`config.mk`:
```
export PLATFORM = sky130hd
export DESIGN_NAME = nand_read_seq
export DESIGN_NICKNAME = d
export VERILOG_FILES = /design/src/rtl/nrd_pkg.sv /design/src/rtl/nrd_dur_latch.sv /design/src/rtl/nrd_phase_ctrl.sv /design/src/rtl/nrd_latch_bank.sv /design/src/rtl/nrd_wl_drive.sv /design/src/rtl/nand_read_seq.sv
export SDC_FILE = /design/constraint.sdc
export NUM_CORES = 1
export LEC_CHECK = 0
export ABC_AREA = 0
export BUFFER_PORTS_ARGS = -buffer_cell sky130_fd_sc_hd__buf_2
export CAP_MARGIN = 20
export CORE_MARGIN = 4
export CORE_UTILIZATION = 25
export DETAILED_ROUTE_END_ITERATION = 12
export SYNTH_ARGS = -nofsm -noshare
export SYNTH_HDL_FRONTEND = slang
export SYNTH_SLANG_ARGS = --single-unit
```
`constraint.sdc`:
```
create_clock -name clk -period 8.6 [get_ports clk]
set_clock_uncertainty 0.15 [all_clocks]
set_input_delay 0.43 -clock clk [delete_from_list [all_inputs] [get_ports clk]]
set_output_delay 0.43 -clock clk [all_outputs]
set_load 0.05 [all_outputs]
```
`src/rtl/nrd_pkg.sv`:
```
package nrd_pkg;

   typedef enum logic [2:0] {
      PH_IDLE  = 3'd0,
      PH_RST   = 3'd1,
      PH_PRE   = 3'd2,
      PH_EVAL  = 3'd3,
      PH_CLAMP = 3'd4,
      PH_STRB  = 3'd5,
      PH_DONE  = 3'd6
   } nrd_phase_e;

   localparam int NRD_SLOTS = 5;

   // Duration slot used by a timed phase.
   function automatic logic [2:0] timed_slot(nrd_phase_e p);
      case (p)
         PH_RST:   return 3'd0;
         PH_PRE:   return 3'd1;
         PH_EVAL:  return 3'd2;
         PH_CLAMP: return 3'd3;
         PH_STRB:  return 3'd4;
         default:  return 3'd0;
      endcase
   endfunction

   function automatic logic is_timed(nrd_phase_e p);
      return (p == PH_RST) || (p == PH_PRE) || (p == PH_EVAL) ||
             (p == PH_CLAMP) || (p == PH_STRB);
   endfunction

   function automatic nrd_phase_e next_phase(nrd_phase_e p);
      case (p)
         PH_RST:   return PH_PRE;
         PH_PRE:   return PH_EVAL;
         PH_EVAL:  return PH_CLAMP;
         PH_CLAMP: return PH_STRB;
         PH_STRB:  return PH_DONE;
         default:  return PH_IDLE;
      endcase
   endfunction

endpackage

```
`src/rtl/nrd_dur_latch.sv`:
```
module nrd_dur_latch #(
   parameter int CNT_W     = 12,
   parameter int DEF_RST   = 2,
   parameter int DEF_PRE   = 400,
   parameter int DEF_EVAL  = 800,
   parameter int DEF_CLAMP = 2,
   parameter int DEF_STRB  = 1
) (
   input  logic                                   clk,
   input  logic                                   rst_n,
   input  logic                                   load_i,
   input  logic [nrd_pkg::NRD_SLOTS-1:0][CNT_W-1:0] raw_i,
   output logic [nrd_pkg::NRD_SLOTS-1:0][CNT_W-1:0] dur_o
);
   localparam int NS = nrd_pkg::NRD_SLOTS;
   localparam int DEFS [NS] = '{DEF_RST, DEF_PRE, DEF_EVAL, DEF_CLAMP, DEF_STRB};

   for (genvar s = 0; s < NS; s++) begin : g_slot
      if (DEFS[s] < 1 || DEFS[s] >= (2 ** CNT_W)) begin : g_bad_def
         $error("nrd_dur_latch: default of slot %0d does not fit CNT_W", s);
      end

      localparam logic [CNT_W-1:0] DEF_V = CNT_W'(DEFS[s]);
      logic [CNT_W-1:0] dur_q;

      always_ff @(posedge clk or negedge rst_n) begin
         if (!rst_n) begin
            dur_q <= DEF_V;
         end else if (load_i) begin
            dur_q <= (raw_i[s] == '0) ? DEF_V : raw_i[s];
         end
      end

      assign dur_o[s] = dur_q;
   end

endmodule

```
`src/rtl/nrd_phase_ctrl.sv`:
```
module nrd_phase_ctrl #(
   parameter int CNT_W = 12
) (
   input  logic                                     clk,
   input  logic                                     rst_n,
   input  logic                                     start_i,
   input  logic [nrd_pkg::NRD_SLOTS-1:0][CNT_W-1:0] dur_i,
   output nrd_pkg::nrd_phase_e                      phase_o,
   output logic                                     accept_o,
   output logic                                     last_o
);
   import nrd_pkg::*;

   nrd_phase_e       phase_q;
   logic [CNT_W-1:0] cnt_q;
   logic [CNT_W-1:0] limit;
   logic             term;

   always_comb begin
      limit    = dur_i[timed_slot(phase_q)] - CNT_W'(1);
      term     = is_timed(phase_q) && (cnt_q == limit);
      accept_o = start_i && (phase_q == PH_IDLE);
   end

   always_ff @(posedge clk or negedge rst_n) begin
      if (!rst_n) begin
         phase_q <= PH_IDLE;
         cnt_q   <= '0;
      end else begin
         case (phase_q)
            PH_IDLE: begin
               cnt_q <= '0;
               if (accept_o) phase_q <= PH_RST;
            end
            PH_DONE: begin
               cnt_q   <= '0;
               phase_q <= PH_IDLE;
            end
            default: begin
               if (term) begin
                  phase_q <= next_phase(phase_q);
                  cnt_q   <= '0;
               end else begin
                  cnt_q <= cnt_q + CNT_W'(1);
               end
            end
         endcase
      end
   end

   assign phase_o = phase_q;
   assign last_o  = term;

endmodule

```
`src/rtl/nrd_latch_bank.sv`:
```
module nrd_latch_bank #(
   parameter int NUM_BL = 8
) (
   input  logic              clk,
   input  logic              rst_n,
   input  logic              clear_i,
   input  logic              strobe_i,
   input  logic              commit_i,
   input  logic [NUM_BL-1:0] sense_i,
   output logic [NUM_BL-1:0] data_o
);
   for (genvar b = 0; b < NUM_BL; b++) begin : g_bl
      logic flip_q;
      logic data_q;
      logic hit;

      assign hit = strobe_i && sense_i[b];

      // Sticky sense latch: cleared in the reset phase, flipped by any strobe hit.
      always_ff @(posedge clk or negedge rst_n) begin
         if (!rst_n) begin
            flip_q <= 1'b0;
         end else if (clear_i) begin
            flip_q <= 1'b0;
         end else if (hit) begin
            flip_q <= 1'b1;
         end
      end

      // Output register: a flipped latch reads 0, an untouched latch reads 1.
      always_ff @(posedge clk or negedge rst_n) begin
         if (!rst_n) begin
            data_q <= 1'b1;
         end else if (commit_i) begin
            data_q <= !(flip_q || hit);
         end
      end

      assign data_o[b] = data_q;
   end

endmodule

```
`src/rtl/nrd_wl_drive.sv`:
```
module nrd_wl_drive #(
   parameter int NUM_WL = 32,
   localparam int WL_W  = $clog2(NUM_WL)
) (
   input  logic              clk,
   input  logic              rst_n,
   input  logic              load_i,
   input  logic [WL_W-1:0]   idx_i,
   input  logic              active_i,
   output logic [NUM_WL-1:0] sel_o,
   output logic [NUM_WL-1:0] pass_o
);
   logic [WL_W-1:0] idx_q;

   always_ff @(posedge clk or negedge rst_n) begin
      if (!rst_n) begin
         idx_q <= '0;
      end else if (load_i) begin
         idx_q <= idx_i;
      end
   end

   for (genvar w = 0; w < NUM_WL; w++) begin : g_wl
      localparam logic [WL_W-1:0] MY_IDX = WL_W'(w);
      assign sel_o[w]  = active_i && (idx_q == MY_IDX);
      assign pass_o[w] = active_i && (idx_q != MY_IDX);
   end

endmodule

```
`src/rtl/nand_read_seq.sv`:
```
module nand_read_seq #(
   parameter int NUM_BL        = 8,
   parameter int NUM_WL        = 32,
   parameter int CNT_W         = 12,
   parameter int DEF_RST_CYC   = 2,
   parameter int DEF_PRE_CYC   = 400,
   parameter int DEF_EVAL_CYC  = 800,
   parameter int DEF_CLAMP_CYC = 2,
   parameter int DEF_STRB_CYC  = 1,
   localparam int WL_W         = $clog2(NUM_WL)
) (
   input  logic              clk,
   input  logic              rst_n,
   input  logic              start_i,
   input  logic [WL_W-1:0]   wl_idx_i,
   input  logic [CNT_W-1:0]  rst_cyc_i,
   input  logic [CNT_W-1:0]  pre_cyc_i,
   input  logic [CNT_W-1:0]  eval_cyc_i,
   input  logic [CNT_W-1:0]  clamp_cyc_i,
   input  logic [CNT_W-1:0]  strb_cyc_i,
   input  logic [NUM_BL-1:0] sense_hi_i,
   output logic              latch_set_o,
   output logic              pre_en_o,
   output logic              clamp_v1_o,
   output logic              clamp_v2_o,
   output logic [NUM_WL-1:0] wl_sel_o,
   output logic [NUM_WL-1:0] wl_pass_o,
   output logic              strobe_o,
   output logic [NUM_BL-1:0] data_o,
   output logic              done_o,
   output logic              busy_o
);
   import nrd_pkg::*;

   if (NUM_BL < 1) begin : g_bad_bl
      $error("nand_read_seq: NUM_BL must be at least 1");
   end
   if (NUM_WL < 2 || NUM_WL != (2 ** WL_W)) begin : g_bad_wl
      $error("nand_read_seq: NUM_WL must be a power of two of at least 2");
   end
   if (CNT_W < 2 || CNT_W > 24) begin : g_bad_cnt
      $error("nand_read_seq: CNT_W out of range");
   end

   logic [NRD_SLOTS-1:0][CNT_W-1:0] raw_dur;
   logic [NRD_SLOTS-1:0][CNT_W-1:0] dur;
   nrd_phase_e                      phase;
   logic                            accept;
   logic                            last;

   assign raw_dur = {strb_cyc_i, clamp_cyc_i, eval_cyc_i, pre_cyc_i, rst_cyc_i};

   nrd_dur_latch #(
      .CNT_W     (CNT_W),
      .DEF_RST   (DEF_RST_CYC),
      .DEF_PRE   (DEF_PRE_CYC),
      .DEF_EVAL  (DEF_EVAL_CYC),
      .DEF_CLAMP (DEF_CLAMP_CYC),
      .DEF_STRB  (DEF_STRB_CYC)
   ) dur_i (
      .clk    (clk),
      .rst_n  (rst_n),
      .load_i (accept),
      .raw_i  (raw_dur),
      .dur_o  (dur)
   );

   nrd_phase_ctrl #(.CNT_W(CNT_W)) ctrl_i (
      .clk      (clk),
      .rst_n    (rst_n),
      .start_i  (start_i),
      .dur_i    (dur),
      .phase_o  (phase),
      .accept_o (accept),
      .last_o   (last)
   );

   always_comb begin
      latch_set_o = (phase == PH_RST);
      pre_en_o    = (phase == PH_PRE);
      clamp_v1_o  = (phase == PH_PRE);
      clamp_v2_o  = (phase == PH_CLAMP) || (phase == PH_STRB);
      strobe_o    = (phase == PH_STRB);
      done_o      = (phase == PH_DONE);
      busy_o      = (phase != PH_IDLE);
   end

   nrd_latch_bank #(.NUM_BL(NUM_BL)) latch_i (
      .clk      (clk),
      .rst_n    (rst_n),
      .clear_i  (latch_set_o),
      .strobe_i (strobe_o),
      .commit_i (strobe_o && last),
      .sense_i  (sense_hi_i),
      .data_o   (data_o)
   );

   nrd_wl_drive #(.NUM_WL(NUM_WL)) wl_i (
      .clk      (clk),
      .rst_n    (rst_n),
      .load_i   (accept),
      .idx_i    (wl_idx_i),
      .active_i (busy_o),
      .sel_o    (wl_sel_o),
      .pass_o   (wl_pass_o)
   );

endmodule

```
==> flow_metrics.env <==
export IMPL_holdCritPathClass="in2reg"
export IMPL_arrival_ps=5090
export IMPL_die_x_um=163
export IMPL_layout_nets=825
export IMPL_io_buffers=154
export IMPL_cp_data_required_time_ps=8650
export IMPL_hpwl_mm=13.5
export IMPL_wl_per_cell_um=16.8
export IMPL_max_cap_viol_count=0
export IMPL_switching_share=0.212
export IMPL_hold_violations=0
export IMPL_grt_max_degree=68
export IMPL_pwr_share_comb=0.049
export IMPL_ctsRootBufferMaster="clkbuf_16"
export IMPL_period_needed_ps=5040
export IMPL_drt_total_wl_mm=18.0
export IMPL_worst_r2r_endpoint="ctrl_i.phase_o[2]"
export IMPL_drv_slew=0
export IMPL_vdd_ir_drop_max_v=0.000106
export IMPL_rr_startpoint="ctrl_i.phase_o[1]"
export IMPL_initialDrtViolationCount=341
export IMPL_status="complete, no violations"
export IMPL_gp_congestion=0.887
export IMPL_p_seq_frac=0.475
export IMPL_die_area_um2=26600
export IMPL_critPathMaxStageDelay_ps=750
export IMPL_viasPerCell=4.95
export IMPL_drt_first_pass_iters=5
export IMPL_ant_nets=0
export IMPL_p_sw_uw=203
export IMPL_end_kind="flop"
export IMPL_drive_gt1_frac=0.379
export IMPL_async_flop_share=1.00
export IMPL_vias=5300
export IMPL_synth_cells=624
export IMPL_setup_tns_ps=0
export IMPL_syn_to_final_growth_pct=21.3
export IMPL_cts_setup_buffers=0
export IMPL_rows=56
export IMPL_cts_buffer_depth=2
export IMPL_htree_levels=3
export IMPL_grt_ovfl_total=0
export IMPL_p_per_area_nw_per_um2=132
export IMPL_worst_hold_path_num_cells=2
export IMPL_cp_start_kind="flop"
export IMPL_synthFlopType="dfrtp_1"
export IMPL_cp_max_fo=36
export IMPL_cts_tree="built"
export IMPL_coreArea_um2=23500
export IMPL_initial_core_util=0.256
export IMPL_critical_path_class="reg2reg"
export IMPL_worstMarginPinSlew_ps=1090
export IMPL_p_clk_frac=0.477
export IMPL_synth_seq_area_share=0.403
export IMPL_synth_area_per_cell_um2=9.64
export IMPL_cts_buffers=9
export IMPL_reg2reg_depth=12
export IMPL_regToRegSetupSlack_ps=3560
export IMPL_track_usage=0.132
export IMPL_path_clk_slew_ps=70
export IMPL_whs_ps=154
export IMPL_io_pins=155
export IMPL_syn_area_um2=6020
export IMPL_synth_cell_types=79
export IMPL_final_setup_viol_count=0
export IMPL_synth_largest_area_cell="dfrtp_1"
export IMPL_rsz0062_at_grt="false"
export IMPL_n_antenna_cell=0
export IMPL_synth_most_common_cell="dfrtp_1"
export IMPL_worstSkewPairLatency_ps=350
export IMPL_dieHeight_um=163
export IMPL_synth_top_area_share=0.329
export IMPL_synth_seq_cells=96
export IMPL_yosys_top_cells_area="dfrtp_1, mux2_2, dfstp_2, a21oi_1, nor2_1"
export IMPL_max_freq_mhz=199
export IMPL_cts_sinks=96
export IMPL_n_fill_cell=2473
export IMPL_crit_chain="buf_4, inv_4, ha_1, or2_1, a21oi_1, a2bb2o_4, a222oi_1, o211a_1, nor2_2, a2111oi_4, and3_1, a211oi_1"
export IMPL_grt_pass1_vias=4952
export IMPL_remaining_drc_errors=0
export IMPL_fin_crit_sh=0.585
export IMPL_crit_slowest_cell="ha_1"
export IMPL_grt_pass1_wl_mm=27.9
export IMPL_yosysWarnings=0
export IMPL_p_int_uw=757
export IMPL_synth_edf_count=0
export IMPL_antenna_found_initial=0
export IMPL_relSlewSlack=0.275
export IMPL_holdPathEnd="dur_i.g_slot[2].dur_q[8]"
export IMPL_syn_num_nets=703
export IMPL_p_leak_uw=0.00330
export IMPL_min_delay_start="eval_cyc_i[8]"
export IMPL_yosys_top_cells_count="dfrtp_1, nor2_1, mux2_2, a21oi_1, nand2_1"
==> area by class of cell <==
| class | count | area [µm²] | share of cell area |
|---|---|---|---|
| Clock buffer | 11 | 233 | 0.0319 |
| Clock inverter | 5 | 105 | 0.0144 |
| Inverter | 9 | 36.3 | 0.00497 |
| Multi-Input combinational cell | 468 | 3270 | 0.448 |
| Sequential cell | 96 | 2420 | 0.332 |
| Tap cell | 319 | 399 | 0.0547 |
| Timing Repair Buffer | 162 | 836 | 0.115 |
==> repair_timing <==
action | in CTS | in global routing
hold endpoints to repair | 26 | 0
hold buffers | 1 | 0
resized for setup | 0 | 0
setup endpoints to repair | 0 | 0
==> power by group through the flow <==
stage | registers, µW | logic (µW) | clock network [µW]
global route | 456 | 51.8 | 487
global placement | 464 | 47.2 | 0
detailed placement | 464 | 47.5 | 0
floorplan | 464 | 14.9 | 0
finish | 456 | 46.6 | 458
CTS | 456 | 48.0 | 469
==> per-layer routing <==
metal / global-route usage / share of wire
met3: 0.0346 / 0.085
met5: 0 / 0
met2: 0.206 / 0.44
met1: 0.182 / 0.46
met4: 0.0366 / 0.015
==> registers in the layout, summed over array words and instances, names as in the netlist <==
name and cells:
wl_i.idx_q 5, ctrl_i.phase_o 3, dur_i.g_slot.dur_q 60, latch_i.g_bl.flip_q 8
ctrl_i.cnt_q 12, latch_i.g_bl.data_q 8
==> how the worst max path moves through the flow <==
stage / cells past startpoint / end / slack [ps] / startpoint
after CTS: 12 / ctrl_i.phase_o[2] / 3620 / ctrl_i.phase_o[1]
final: 12 / ctrl_i.phase_o[2] / 3560 / ctrl_i.phase_o[1]
after global routing: 12 / ctrl_i.phase_o[2] / 3220 / ctrl_i.phase_o[1]
after floorplan: 15 / ctrl_i.phase_o[1] / 4700 / ctrl_i.phase_o[1]
after detailed placement: 12 / ctrl_i.phase_o[2] / 3650 / ctrl_i.phase_o[1]
after global placement: 12 / ctrl_i.phase_o[2] / 3780 / ctrl_i.phase_o[1]
==> worst max-delay path, delay by kind of cell (launching register included) <==
kind	cells	cell delay, ps
AOI/OAI and AO/OA	6	2040
and+or+nand+nor	3	1120
adders and majority gates	1	750
buffers and inverters	2	480
DFF	1	320
==> placed cells by master (no fill, tap or decap), drive strengths merged, types with 4 or more instances in the layout <==
master,n
buf,161
dfrtp,79
nor2,74
mux2,67
a21oi,57
nand2,35
nor3,21
dfstp,17
o21ai,16
nor4,13
nand2b,11
nand3,11
xnor2,11
clkbuf,11
xor2,10
o22a,9
a22oi,9
and3,8
and2,8
a31oi,7
inv,7
o211ai,6
nor3b,6
a211oi,5
nor2b,5
o22ai,5
nand4,5
or3b,5
nor4b,4
nand4bb,4
nand4b,4
mux2i,4
==> metrics by stage <==
step	utilization	instance area [µm²]	total power, µW	setup slack, ps	cells
floorplan	-	6020	479	4700	624
CTS	0.310	7300	973	3620	1070
detailed placement	0.295	6950	512	3650	1053
global route	0.310	7300	995	3220	1070
global placement	0.295	6950	511	3780	1053
finish	0.310	7300	960	3560	1070
==> logic make-up after synthesis <==
| family | after synthesis | share of synthesized area |
|---|---|---|
| buffers and inverters | 60 | 0.0549 |
| and+or+nand+nor | 227 | 0.203 |
| AOI/OAI and AO/OA | 146 | 0.171 |
| DFF | 96 | 0.403 |
| muxes | 71 | 0.132 |
| xor gates and xnor gates | 21 | 0.0306 |
| adders and majority gates | 3 | 0.00624 |
Power figures use the tool's default switching activity.
